--- config.mk ---
export PLATFORM = sky130hd
export DESIGN_NAME = timer_tick_gen
export DESIGN_NICKNAME = d
export VERILOG_FILES = /design/src/rtl/tick_gen_pkg.sv /design/src/rtl/tick_cfg_regs.sv /design/src/rtl/tick_prescaler.sv /design/src/rtl/tick_chan_div.sv /design/src/rtl/timer_tick_gen.sv
export SDC_FILE = /design/constraint.sdc
export NUM_CORES = 1
export LEC_CHECK = 0
export BUFFER_PORTS_ARGS = -buffer_cell sky130_fd_sc_hd__buf_2
export CAP_MARGIN = 15
export CORE_MARGIN = 4
export CORE_UTILIZATION = 61
export DETAILED_ROUTE_END_ITERATION = 8
export PLACE_DENSITY = 0.92
export SLEW_MARGIN = 20
export SYNTH_ARGS = -nofsm -noshare
export SYNTH_HDL_FRONTEND = slang
export SYNTH_SLANG_ARGS = --single-unit
--- constraint.sdc ---
create_clock -name clk_i -period 4.3 [get_ports clk_i]
set_input_delay 0.86 -clock clk_i [delete_from_list [all_inputs] [get_ports clk_i]]
set_output_delay 0.86 -clock clk_i [all_outputs]
set_load 0.03 [all_outputs]
--- src/rtl/tick_gen_pkg.sv ---
package tick_gen_pkg;

  // effective divider exponent: code plus base offset, clamped to cap
  function automatic int unsigned sat_log2(int unsigned code, int unsigned base,
                                           int unsigned cap);
    int unsigned sum;
    sum = code + base;
    return (sum > cap) ? cap : sum;
  endfunction

endpackage

--- src/rtl/tick_cfg_regs.sv ---
module tick_cfg_regs #(
  parameter int unsigned NUM_CH = 5,
  parameter int unsigned PRE_W  = 8,
  parameter int unsigned SEL_W  = 4,
  parameter int unsigned DATA_W = 32
) (
  input  logic                         clk_i,
  input  logic                         rst_ni,
  input  logic                         we_i,
  input  logic                         addr_i,
  input  logic [DATA_W-1:0]            wdata_i,
  output logic [DATA_W-1:0]            rdata_o,
  output logic [1:0][PRE_W-1:0]        pre_o,
  output logic [NUM_CH-1:0][SEL_W-1:0] sel_o
);
  localparam int unsigned W0   = 2 * PRE_W;
  localparam int unsigned W1   = NUM_CH * SEL_W;
  localparam int unsigned WMAX = (W0 > W1) ? W0 : W1;

  logic [W0-1:0] word0_q;
  logic [W1-1:0] word1_q;

  always_ff @(posedge clk_i or negedge rst_ni) begin
    if (!rst_ni) begin
      word0_q <= '0;
      word1_q <= '0;
    end else if (we_i) begin
      if (!addr_i) word0_q <= wdata_i[W0-1:0];
      else         word1_q <= wdata_i[W1-1:0];
    end
  end

  assign rdata_o = addr_i ? DATA_W'(word1_q) : DATA_W'(word0_q);
  assign pre_o   = word0_q;
  assign sel_o   = word1_q;

  if (DATA_W > WMAX) begin : g_spare
    logic unused_wdata;
    assign unused_wdata = ^wdata_i[DATA_W-1:WMAX];
  end

endmodule

--- src/rtl/tick_prescaler.sv ---
module tick_prescaler #(
  parameter int unsigned PRE_W = 8
) (
  input  logic             clk_i,
  input  logic             rst_ni,
  input  logic [PRE_W-1:0] pre_val_i,
  output logic             wrap_o,
  output logic [PRE_W-1:0] act_o,
  output logic [PRE_W-1:0] cnt_o
);
  logic [PRE_W-1:0] cnt_q, act_q;

  assign wrap_o = (cnt_q == act_q);

  // reload value only sampled at wrap: in-flight period keeps old length
  always_ff @(posedge clk_i or negedge rst_ni) begin
    if (!rst_ni) begin
      cnt_q <= '0;
      act_q <= '0;
    end else if (wrap_o) begin
      cnt_q <= '0;
      act_q <= pre_val_i;
    end else begin
      cnt_q <= cnt_q + 1'b1;
    end
  end

  assign act_o = act_q;
  assign cnt_o = cnt_q;

endmodule

--- src/rtl/tick_chan_div.sv ---
module tick_chan_div #(
  parameter int unsigned MAX_LOG2 = 4,
  parameter int unsigned LOG_W    = 3
) (
  input  logic             clk_i,
  input  logic             rst_ni,
  input  logic             step_i,
  input  logic [LOG_W-1:0] log2_i,
  output logic             tick_o
);
  logic [MAX_LOG2-1:0] cnt_q, last;
  logic [MAX_LOG2:0]   span;
  logic                hit;

  always_comb begin
    span = (MAX_LOG2 + 1)'(1) << log2_i;
    last = MAX_LOG2'(span - 1'b1);
  end

  // >= so a smaller ratio written mid-count recovers at once
  assign hit = step_i && (cnt_q >= last);

  always_ff @(posedge clk_i or negedge rst_ni) begin
    if (!rst_ni) begin
      cnt_q  <= '0;
      tick_o <= 1'b0;
    end else begin
      tick_o <= hit;
      if (hit)         cnt_q <= '0;
      else if (step_i) cnt_q <= cnt_q + 1'b1;
    end
  end

endmodule

--- src/rtl/timer_tick_gen.sv ---
module timer_tick_gen #(
  parameter int unsigned NUM_CH   = 5,
  parameter int unsigned PRE_W    = 8,
  parameter int unsigned SEL_W    = 4,
  parameter int unsigned MAX_LOG2 = 4,
  parameter int unsigned DIV_BASE = 0,
  parameter int unsigned GRP0_CH  = 2,
  parameter int unsigned DATA_W   = 32
) (
  input  logic              clk_i,
  input  logic              rst_ni,
  input  logic              cfg_we_i,
  input  logic              cfg_addr_i,
  input  logic [DATA_W-1:0] cfg_wdata_i,
  output logic [DATA_W-1:0] cfg_rdata_o,
  output logic [NUM_CH-1:0] tick_o
);
  import tick_gen_pkg::*;

  localparam int unsigned LOG_W = $clog2(MAX_LOG2 + 1);

  logic [1:0][PRE_W-1:0]        pre_vals, pre_act, pre_cnt;
  logic [1:0]                   pre_wrap;
  logic [NUM_CH-1:0][SEL_W-1:0] sel_vals;
  logic [NUM_CH-1:0][LOG_W-1:0] chan_log2;

  tick_cfg_regs #(
    .NUM_CH(NUM_CH), .PRE_W(PRE_W), .SEL_W(SEL_W), .DATA_W(DATA_W)
  ) u_cfg (
    .clk_i   (clk_i),
    .rst_ni  (rst_ni),
    .we_i    (cfg_we_i),
    .addr_i  (cfg_addr_i),
    .wdata_i (cfg_wdata_i),
    .rdata_o (cfg_rdata_o),
    .pre_o   (pre_vals),
    .sel_o   (sel_vals)
  );

  for (genvar g = 0; g < 2; g++) begin : g_pre
    tick_prescaler #(.PRE_W(PRE_W)) u_pre (
      .clk_i     (clk_i),
      .rst_ni    (rst_ni),
      .pre_val_i (pre_vals[g]),
      .wrap_o    (pre_wrap[g]),
      .act_o     (pre_act[g]),
      .cnt_o     (pre_cnt[g])
    );
  end

  for (genvar c = 0; c < NUM_CH; c++) begin : g_ch
    localparam int unsigned GRP = (c < GRP0_CH) ? 0 : 1;

    assign chan_log2[c] = LOG_W'(sat_log2(32'(sel_vals[c]), DIV_BASE, MAX_LOG2));

    tick_chan_div #(.MAX_LOG2(MAX_LOG2), .LOG_W(LOG_W)) u_div (
      .clk_i  (clk_i),
      .rst_ni (rst_ni),
      .step_i (pre_wrap[GRP]),
      .log2_i (chan_log2[c]),
      .tick_o (tick_o[c])
    );
  end

endmodule

After elaboration in Yosys (flattened, before gate mapping)
Index checks and enable logic that the tools add are counted.
{"block": "totals", "regBits": 93, "latchBits": 0, "mem_bits_rw": 0, "rom_bits": 0, "in_bits": 36, "output_inout_bits": 37, "elab_cells": 76, "memories": 0}
{"block": "op_classes", "n_addsub": 12, "multipliers": 0, "n_div": 0, "n_lt_le_gt_ge": 10, "n_eq_ne": 2, "n_shift": 5, "mux": 18, "n_bitwise": 1, "n_reduce_logical": 12}
{"cell": "4-bit 2-to-1 mux", "n": 10}
{"cell": "4-bit by 1-bit adder with 4-bit output, second input constant", "n": 5}
{"cell": "4-bit greater-or-equal comparator", "n": 5}
{"cell": "4-bit by 3-bit greater-than comparator with 1-bit output, second input constant", "n": 5}
{"cell": "20-bit 2-to-1 mux", "n": 1}
{"cell": "1-bit by 3-bit << shifter with 4-bit output, first input constant", "n": 5}
{"cell": "4-bit by 1-bit subtractor with 4-bit output, second input constant", "n": 5}
{"cell": "8-bit by 1-bit adder with 8-bit output, second input constant", "n": 2}
{"cell": "8-bit == test", "n": 2}
{"cell": "8-bit 2-to-1 mux", "n": 2}
{"cell": "3-bit 2-to-1 mux", "n": 5}
{"cell": "2-bit nonzero test", "n": 5}
{"cell": "1-bit logical AND", "n": 5}
{"cell": "2-bit AND reduction", "n": 2}
{"cell": "1-bit NOT", "n": 1}

Longest topological paths before layout
Gate-level depths: netlist of the first run.
{"block": "logic_depth", "word_depth": 7, "mapped_depth": 9, "ltp_nobuf": 9}

Modules after synthesis
From an unflattened synthesis of the first run, not the netlist that was laid out.
{"block": "unflattened", "cells_unflattened": 432, "hier_area_um2": 5087.4}
{"mod": "tick_chan_div", "instances": 5, "cells_each": 38, "area_each_um2": 365.4}
{"mod": "tick_cfg_regs", "instances": 1, "cells_each": 113, "area_each_um2": 1695.4}
{"mod": "tick_prescaler", "instances": 2, "cells_each": 57, "area_each_um2": 729.4}
{"mod": "timer_tick_gen", "instances": 1, "cells_each": 15, "area_each_um2": 106.4}

Least setup slack after synthesis of the first run
No wires, ideal clock.
{"block": "synth_path", "path_kind": "reg2reg", "from": "reg u_cfg.word1_q[6], in the netlist u_cfg.sel_o[6]", "to": "reg g_ch[1].u_div.tick_o", "setup_time_ns": 0.119, "arrival_ns": 2.593, "setup_slack_ns": 1.588, "path_stages_with_launch": 7, "path_buffers": 0, "period_less_slack_ns": 2.712, "path_cell_list": "dfrtp_1 or4_1 ha_1 ha_1 a2111oi_0 nor2_1 and2_1"}
{"block": "synth_via", "elab_chain_len": 6}
{"element": "from (decl)", "line_no": "tick_cfg_regs.sv:21", "rtl": "logic [W1-1:0] word1_q;"}
{"element": "from (signal assigned)", "line_no": "tick_cfg_regs.sv:29", "rtl": "else word1_q <= wdata_i[W1-1:0];"}
{"element": "4-bit by 3-bit greater-than comparator with 1-bit output", "line_no": "tick_gen_pkg.sv:8", "rtl": "return (sum > cap) ? cap : sum;"}
{"element": "3-bit 2-to-1 mux *", "line_no": "tick_gen_pkg.sv:8"}
{"element": "1-bit by 3-bit << shifter with 4-bit output *", "line_no": "tick_chan_div.sv:16", "rtl": "span = (MAX_LOG2 + 1)'(1) << log2_i;"}
{"element": "4-bit by 1-bit subtractor with 4-bit output *", "line_no": "tick_chan_div.sv:17", "rtl": "last = MAX_LOG2'(span - 1'b1);"}
{"element": "4-bit greater-or-equal comparator *", "line_no": "tick_chan_div.sv:21", "rtl": "assign hit = step_i && (cnt_q >= last);"}
{"element": "1-bit logical AND *", "line_no": "tick_chan_div.sv:21"}
{"element": "named net g_ch[1].u_div.hit", "line_no": "tick_chan_div.sv:13", "rtl": "logic hit;"}
{"element": "to (signal assigned)", "line_no": "tick_chan_div.sv:28", "rtl": "tick_o <= hit;"}
{"element": "to (decl)", "line_no": "tick_chan_div.sv:9", "rtl": "output logic tick_o"}
The timed path passes the listed nets; every way through them passes the cells marked *.
A chain may end at the register's enable or synchronous reset.

Worst setup path in the final report of the first run
Same ends and word-level chain as after synthesis.

==> summary.md, run 1 <==
| Metric | Value |
|---|---|
| Post-synthesis async set-or-reset flop share | `1.000` |
| Final setup margin | `1.409 ns` |
| DR vias | `3397` |
| Post-synthesis register bit count | `93` |
| Data required time of the worst path | `4.56 ns` |
| Peak supply drop | `0.0003434 V` |
| Fmax | `345.9 MHz` |
| Final Setup Violations | `0` |
| Setup Fix Bufs, Post-CTS | `0` |
| Aggregate global-route resource usage | `0.2135` |
| Fraction of layout cells with a size suffix above 1 | `0.2893` |
| Pwr/cell area | `571.1 nW/um2` |
| Detail Route Antenna Nets | `0` |
| Sequential area share after synthesis | `0.4551` |
| HPWL Detailed | `7042 um` |
| Slew Limit Fails | `0` |
| Syn Area/Cell | `11.76 um2` |
| Remaining DRCs | `0` |
| Clock transition at path regs | `0.10 ns` |
| YS warnings | `0` |
| Antenna Cells | `0` |
| Relative slew slack | `0.2822` |
| Internal power | `1.902 mW` |
| Reg-to-reg critical path endpoint | `g_ch[1].u_div.tick_o` |
| Max clock buf depth | `2` |
| Seq pwr share | `0.437` |
| Worst Hold Class | `flip-flop to flip-flop` |
| Most common cell after layout, fill and taps aside | `dfrtp_1` |
| Hold path startpoint | `g_pre[1].u_pre.act_o[7]` |
| Startpoint types | `flip-flop` |
| Tcrit/Tclk final | `0.6722` |
| TNS Setup | `0 ns` |
| Filler cell count | `570` |
| WP data arrival | `3.15 ns` |
| Vias in the first global route | `3599` |
| CTS tree | `yes` |
| Worst R2R Start | `u_cfg.sel_o[6]` |
| Largest fanout on the critical path | `5` |
| Reg area | `2327 um2` |
| Multi-input logic area | `2541 um2` |
| Clock Latency Late Sink | `0.36 ns` |
| Hold path depth | `1` |
| Initial core utilization | `0.6255` |
| # rows | `33` |
| Number of buffers added on ports | `48` |
| RSZ-0062 raised after global routing | `no` |
| Most frequent cells in the layout | `93 x dfrtp_1, 60 x mux2_2, 47 x buf_2` |
| Clock sink total | `93` |
| Setup WS pre-CTS | `1.239 ns` |
| Grt total ovfl | `0` |
| Nets@finish | `547` |
| Max Cap Viol | `0` |
| Core Area | `8175 um2` |
| Fin Clk Skew | `0.01218 ns` |
| Leakage Power | `2.530 nW` |
| Post-synth EDFFs | `0` |
| CTS Hold Bufs | `0` |
| DIE AREA | `9912 um2` |
| Drt pass-1 iters | `4` |
| Root buffer cell | `clkbuf_8` |
| Vias per inst | `5.767` |
| Antenna violations before repair | `0` |
| Synth cell types | `39` |
| Global-route wire length before repair | `16930 um` |
| Die Width | `99.56 um` |
| Design area | `5542 um2` |
| Status | `finished clean` |
| Sw Ratio | `0.3991` |
| Aggregate routed wire length | `9770 um` |
| First DRT Iteration DRCs | `206` |
| Worst Setup End Kind | `flip-flop` |
| Hold Vio Cnt, Final | `0` |
| Die H | `99.56 um` |
| Comb power frac | `0.383` |
| Min Tclk post-route | `2.891 ns` |
| Area growth from synthesis to final layout | `8.368%` |
| Post-Syn Area | `5114 um2` |
| P_sw | `1.263 mW` |
| Reg2Reg Setup Slack | `1.41 ns` |
| Total CTS buffers | `9` |
| Worst Reg-to-Reg Cells | `6` |
| Worst-margin pin slew | `1.074 ns` |
| Placed cell areas | `5345 um2` |
| WL per Instance | `16.59 um` |
| Clock power share | `0.179` |
| Ports | `73` |
| Synth Flop Type | `dfrtp_1` |
| RD Place Congestion | `0.8435` |
| # resized after CTS | `0` |
| Largest net degree at the start of global routing | `72` |
| Post-Syn Instances | `435` |
| CP Class | `flip-flop to flip-flop` |
| CTS H-Tree Depth | `3` |
| Hold Path Sink | `g_pre[1].u_pre.act_o[7]` |
[per-layer routing]
metal / GRT usage / wire [um]
met1: 0.2732 / 4211
met2: 0.3605 / 4866
met3: 0.04698 / 526
met4: 0.07143 / 166
met5: 0 / 0
[final cells by class]
class	count	area share
well taps	105	0.02371
flip-flops and latches	93	0.4200
clock buffers	11	0.02732
inverters	20	0.01355
multi-input cells	303	0.4586
repair buffers	52	0.04922
clock inverters	5	0.007677
[through the flow]
step                      instances  hold slack, ns    util  power (mW)
after floorplan                 446          0.4782       -       2.299
after global placement          573          0.4927  0.6538       2.494
after global routing            589          0.5408  0.6778       3.406
final                           589          0.5151  0.6778       3.165
after CTS                       589          0.5210  0.6775       3.176
after detailed placement        573          0.4993  0.6538       2.601
[worst max path at each step]
stage | startpoint | to | cells past startpoint
global route | u_cfg.sel_o[6] | g_ch[1].u_div.cnt_q[2] | 6
detailed placement | u_cfg.sel_o[6] | g_ch[1].u_div.tick_o | 6
global placement | u_cfg.sel_o[6] | g_ch[1].u_div.tick_o | 6
CTS | u_cfg.sel_o[6] | g_ch[1].u_div.tick_o | 6
floorplan | u_cfg.sel_o[6] | g_ch[1].u_div.tick_o | 6
finish | u_cfg.sel_o[6] | g_ch[1].u_div.tick_o | 6
[worst max-delay path, cell delays in order, from the launching register on]
cell and delay [ns]:
dfrtp_1 0.44, or4_1 0.56, ha_1 0.31, ha_1 0.29
a2111oi_1 0.80, nor2_1 0.18, and2_1 0.21
[sequential cells by signal (all words and copies together), names as in the netlist]
register and count:
g_pre.u_pre.act_o 16, u_cfg.pre_o 16, g_ch.u_div.cnt_q 20, g_pre.u_pre.cnt_o 16
g_ch.u_div.tick_o 5, u_cfg.sel_o 20
[logic make-up (layout without fill, tap and decap cells)]
| logic type | after synthesis | after routing | share of synthesized area |
|---|---|---|---|
| AO/OA/AOI/OAI | 50 | 50 | 0.07609 |
| XOR/XNOR | 33 | 33 | 0.05652 |
| adder cells (fa/ha/maj) | 32 | 32 | 0.07830 |
| buffers and inverters | 50 | 88 | 0.05652 |
| flip-flops | 93 | 93 | 0.4551 |
| multiplexers | 71 | 71 | 0.1571 |
| other | 1 | 12 | 0.0007333 |
| AND/OR/NAND/NOR | 105 | 105 | 0.1196 |
[synthesized netlist by cell type (all sizes together) (9+ instances only)]
cell	number	share of area
o21ai	12	0.012
nand2b	14	0.017
inv	20	0.015
o211ai	9	0.013
nor2	26	0.019
ha	32	0.078
xor2	26	0.045
nand3	15	0.015
o2111ai	14	0.024
buf	26	0.039
mux2	68	0.15
dfrtp	93	0.46
[power by group through the flow]
stage / registers [mW] / clock network [mW] / logic [mW]
2_1_floorplan: 1.32 / 0 / 0.975
3_3_place_gp: 1.38 / 0 / 1.12
3_5_place_dp: 1.40 / 0 / 1.20
4_1_cts: 1.38 / 0.577 / 1.22
5_1_grt: 1.42 / 0.620 / 1.36
6_report: 1.38 / 0.567 / 1.21
Power figures use the tool's default switching activity.
==> inputs of run 2 (changes only) <==
- CORE_UTILIZATION: 61 -> 58
- PLACE_DENSITY: 0.92 -> 0.89
- clock period: 4.3 -> 2.78 ns (I/O delays scaled with it)
==> summary.md, run 2 (synthesis gave the netlist of run 1 again) <==
| Metric | Value |
|---|---|
| Status | `finished clean (unchanged)` |
| Fin util | `0.6743 (was 0.6778)` |
| Vias per inst | `5.848 (was 5.767)` |
| Die Width | `101.9 um (was 99.56 um)` |
| Global-route wire length before repair | `17480 um (was 16930 um)` |
| CTS tree | `yes (unchanged)` |
| Leakage Power | `2.597 nW (was 2.530 nW)` |
| Min Tclk post-route | `2.539 ns (was 2.891 ns)` |
| Relative slew slack | `0.5152 (was 0.2822)` |
| Die H | `101.9 um (was 99.56 um)` |
| Most common cell after layout, fill and taps aside | `dfrtp_1 (unchanged)` |
| First DRT Iteration DRCs | `166 (was 206)` |
| Tcrit/Tclk final | `0.9135 (was 0.6722)` |
| Final cell count without fillers | `600 (was 589)` |
| # rows | `33 (unchanged)` |
| Initial core utilization | `0.6101 (was 0.6255)` |
| Max Cap Viol | `0 (unchanged)` |
| Remaining DRCs | `0 (unchanged)` |
| Core Area | `8382 um2 (was 8175 um2)` |
| Clock Latency Late Sink | `0.36 ns (about the same)` |
| CTS H-Tree Depth | `3 (unchanged)` |
| Largest fanout on the critical path | `5 (unchanged)` |
| # resized after CTS | `0 (unchanged)` |
| Slew Limit Fails | `0 (unchanged)` |
| Data required time of the worst path | `3.03 ns (was 4.56 ns)` |
| Grt total ovfl | `0 (unchanged)` |
| Worst Hold Class | `primary input to async pin (was flip-flop to flip-flop)` |
| Number of buffers added on ports | `48 (unchanged)` |
| Vias in the first global route | `3648 (was 3599)` |
| Crit path to | `g_ch[0].u_div.tick_o (was g_ch[1].u_div.tick_o)` |
| Largest net degree at the start of global routing | `51 (was 72)` |
| Aggregate global-route resource usage | `0.2154 (was 0.2135)` |
| Worst-margin pin slew | `0.7196 ns (was 1.074 ns)` |
| Total CTS buffers | `9 (unchanged)` |
| Placed cell areas | `5440 um2 (was 5345 um2)` |
| Reg-to-reg critical path endpoint | `g_ch[0].u_div.tick_o (was g_ch[1].u_div.tick_o)` |
| RD Place Congestion | `0.8082 (was 0.8435)` |
| Peak supply drop | `0.0005072 V (was 0.0003434 V)` |
| Reg2Reg Setup Slack | `0.24 ns (was 1.41 ns)` |
| RSZ-0062 raised after global routing | `no (unchanged)` |
| Worst Reg-to-Reg Cells | `9 (was 6)` |
| Detail Route Antenna Nets | `0 (unchanged)` |
| Pwr/cell area | `906.7 nW/um2 (was 571.1 nW/um2)` |
| Area growth from synthesis to final layout | `10.52% (was 8.368%)` |
| WP data arrival | `2.79 ns (was 3.15 ns)` |
| TNS Setup | `0 ns (unchanged)` |
| Fraction of layout cells with a size suffix above 1 | `0.3091 (was 0.2893)` |
| Placed Cells | `584 (was 573)` |
| Critical path startpoint | `u_cfg.sel_o[2] (was u_cfg.sel_o[6])` |
| Worst R2R Start | `u_cfg.sel_o[2] (was u_cfg.sel_o[6])` |
| WL per Instance | `17.26 um (was 16.59 um)` |
| Nets@finish | `558 (was 547)` |
| CP Class | `flip-flop to flip-flop (unchanged)` |
| Antenna violations before repair | `0 (unchanged)` |
| Antenna Cells | `0 (unchanged)` |
| Fin Clk Skew | `0.01162 ns (was 0.01218 ns)` |
| Aggregate routed wire length | `10350 um (was 9770 um)` |
| Clock transition at path regs | `0.10 ns (about the same)` |
| DR vias | `3509 (was 3397)` |
| Clock sink total | `93 (unchanged)` |
| Setup Fix Bufs, Post-CTS | `0 (unchanged)` |
| Hold Vio Cnt, Final | `0 (unchanged)` |
| Ports | `73 (unchanged)` |
| HPWL Detailed | `7257 um (was 7042 um)` |
| Startpoint types | `flip-flop (unchanged)` |
| Worst Setup End Kind | `flip-flop (unchanged)` |
| CTS Hold Bufs | `0 (unchanged)` |
| Final Setup Violations | `0 (unchanged)` |
| Fmax | `393.8 MHz (was 345.9 MHz)` |
| DIE AREA | `10380 um2 (was 9912 um2)` |
| Most frequent cells in the layout | `93 x dfrtp_1, 60 x mux2_2, 47 x buf_2 (unchanged)` |
| Design area | `5652 um2 (was 5542 um2)` |
| Drt pass-1 iters | `4 (unchanged)` |
| Max clock buf depth | `2 (unchanged)` |
| Root buffer cell | `clkbuf_8 (unchanged)` |
run 2: cell count changes in the layout (fill, tap and decap cells not counted), moves of 2 or more:
cell,delta
a2111oi_0,+2
a2111oi_1,-2
clkbuf_8,-2
a21oi_2,+2
buf_4,+10
a21oi_1,-2
clkinv_4,-2
run 2: area by class of cell:
type / count / area, um2
Fill cell: 608 / 2730
Multi-Input combinational cell: 303 / 2546
Sequential cell: 93 / 2327
Timing Repair Buffer: 63 / 367.9
Tap cell: 105 / 131.4
Clock buffer: 9 / 123.9
Clock inverter: 7 / 80.08
Inverter: 20 / 75.07
run 2: through the flow:
stage / setup WS, ns / power (mW) / hold WS [ns]
2_1_floorplan: 0.06808 / 3.557 / 0.2604
3_3_place_gp: 0.2265 / 3.975 / 0.4931
3_5_place_dp: 0.1446 / 4.138 / 0.4986
4_1_cts: 0.1405 / 5.128 / 0.1978
5_1_grt: 0.003447 / 5.482 / 0.2124
6_report: 0.2405 / 5.125 / 0.1856
run 2: how the worst min path moves through the flow:
stage	startpoint	end	slack, ns	depth (start not counted)
after floorplan	rst_ni	g_ch[0].u_div.cnt_q[0]	0.26	0
after global placement	g_pre[1].u_pre.act_o[3]	g_pre[1].u_pre.act_o[3]	0.49	1
after detailed placement	g_pre[1].u_pre.act_o[5]	g_pre[1].u_pre.act_o[5]	0.50	1
after CTS	rst_ni	u_cfg.pre_o[11]	0.20	1
after global routing	rst_ni	u_cfg.pre_o[11]	0.21	1
final	rst_ni	g_pre[1].u_pre.act_o[2]	0.19	1
run 2: worst max-delay path, cell delays in order (launching register included):
cell and delay [ns]:
dfrtp_1 0.44, nor3_1 0.25, nand2b_1 0.13, ha_1 0.20
xnor2_1 0.19, ha_1 0.26, or2_2 0.27, a21oi_1 0.35
nor2_1 0.13, and2_1 0.19
run 2: power by group:
group	switching (mW)	leakage [nW]	internal (mW)
Sequential	0.426	1.10	1.74
Clock	0.516	0.103	0.431
Combinational	1.10	1.39	0.916
Total	2.04	2.60	3.09
run 2: layer usage:
metal | GRT usage | share of wire | vias up
li1 | - | - | 1639
met1 | 0.2873 | 0.44 | 1749
met2 | 0.3486 | 0.49 | 102
met3 | 0.04300 | 0.055 | 19
met4 | 0.08678 | 0.019 | 0
met5 | 0 | 0 | -
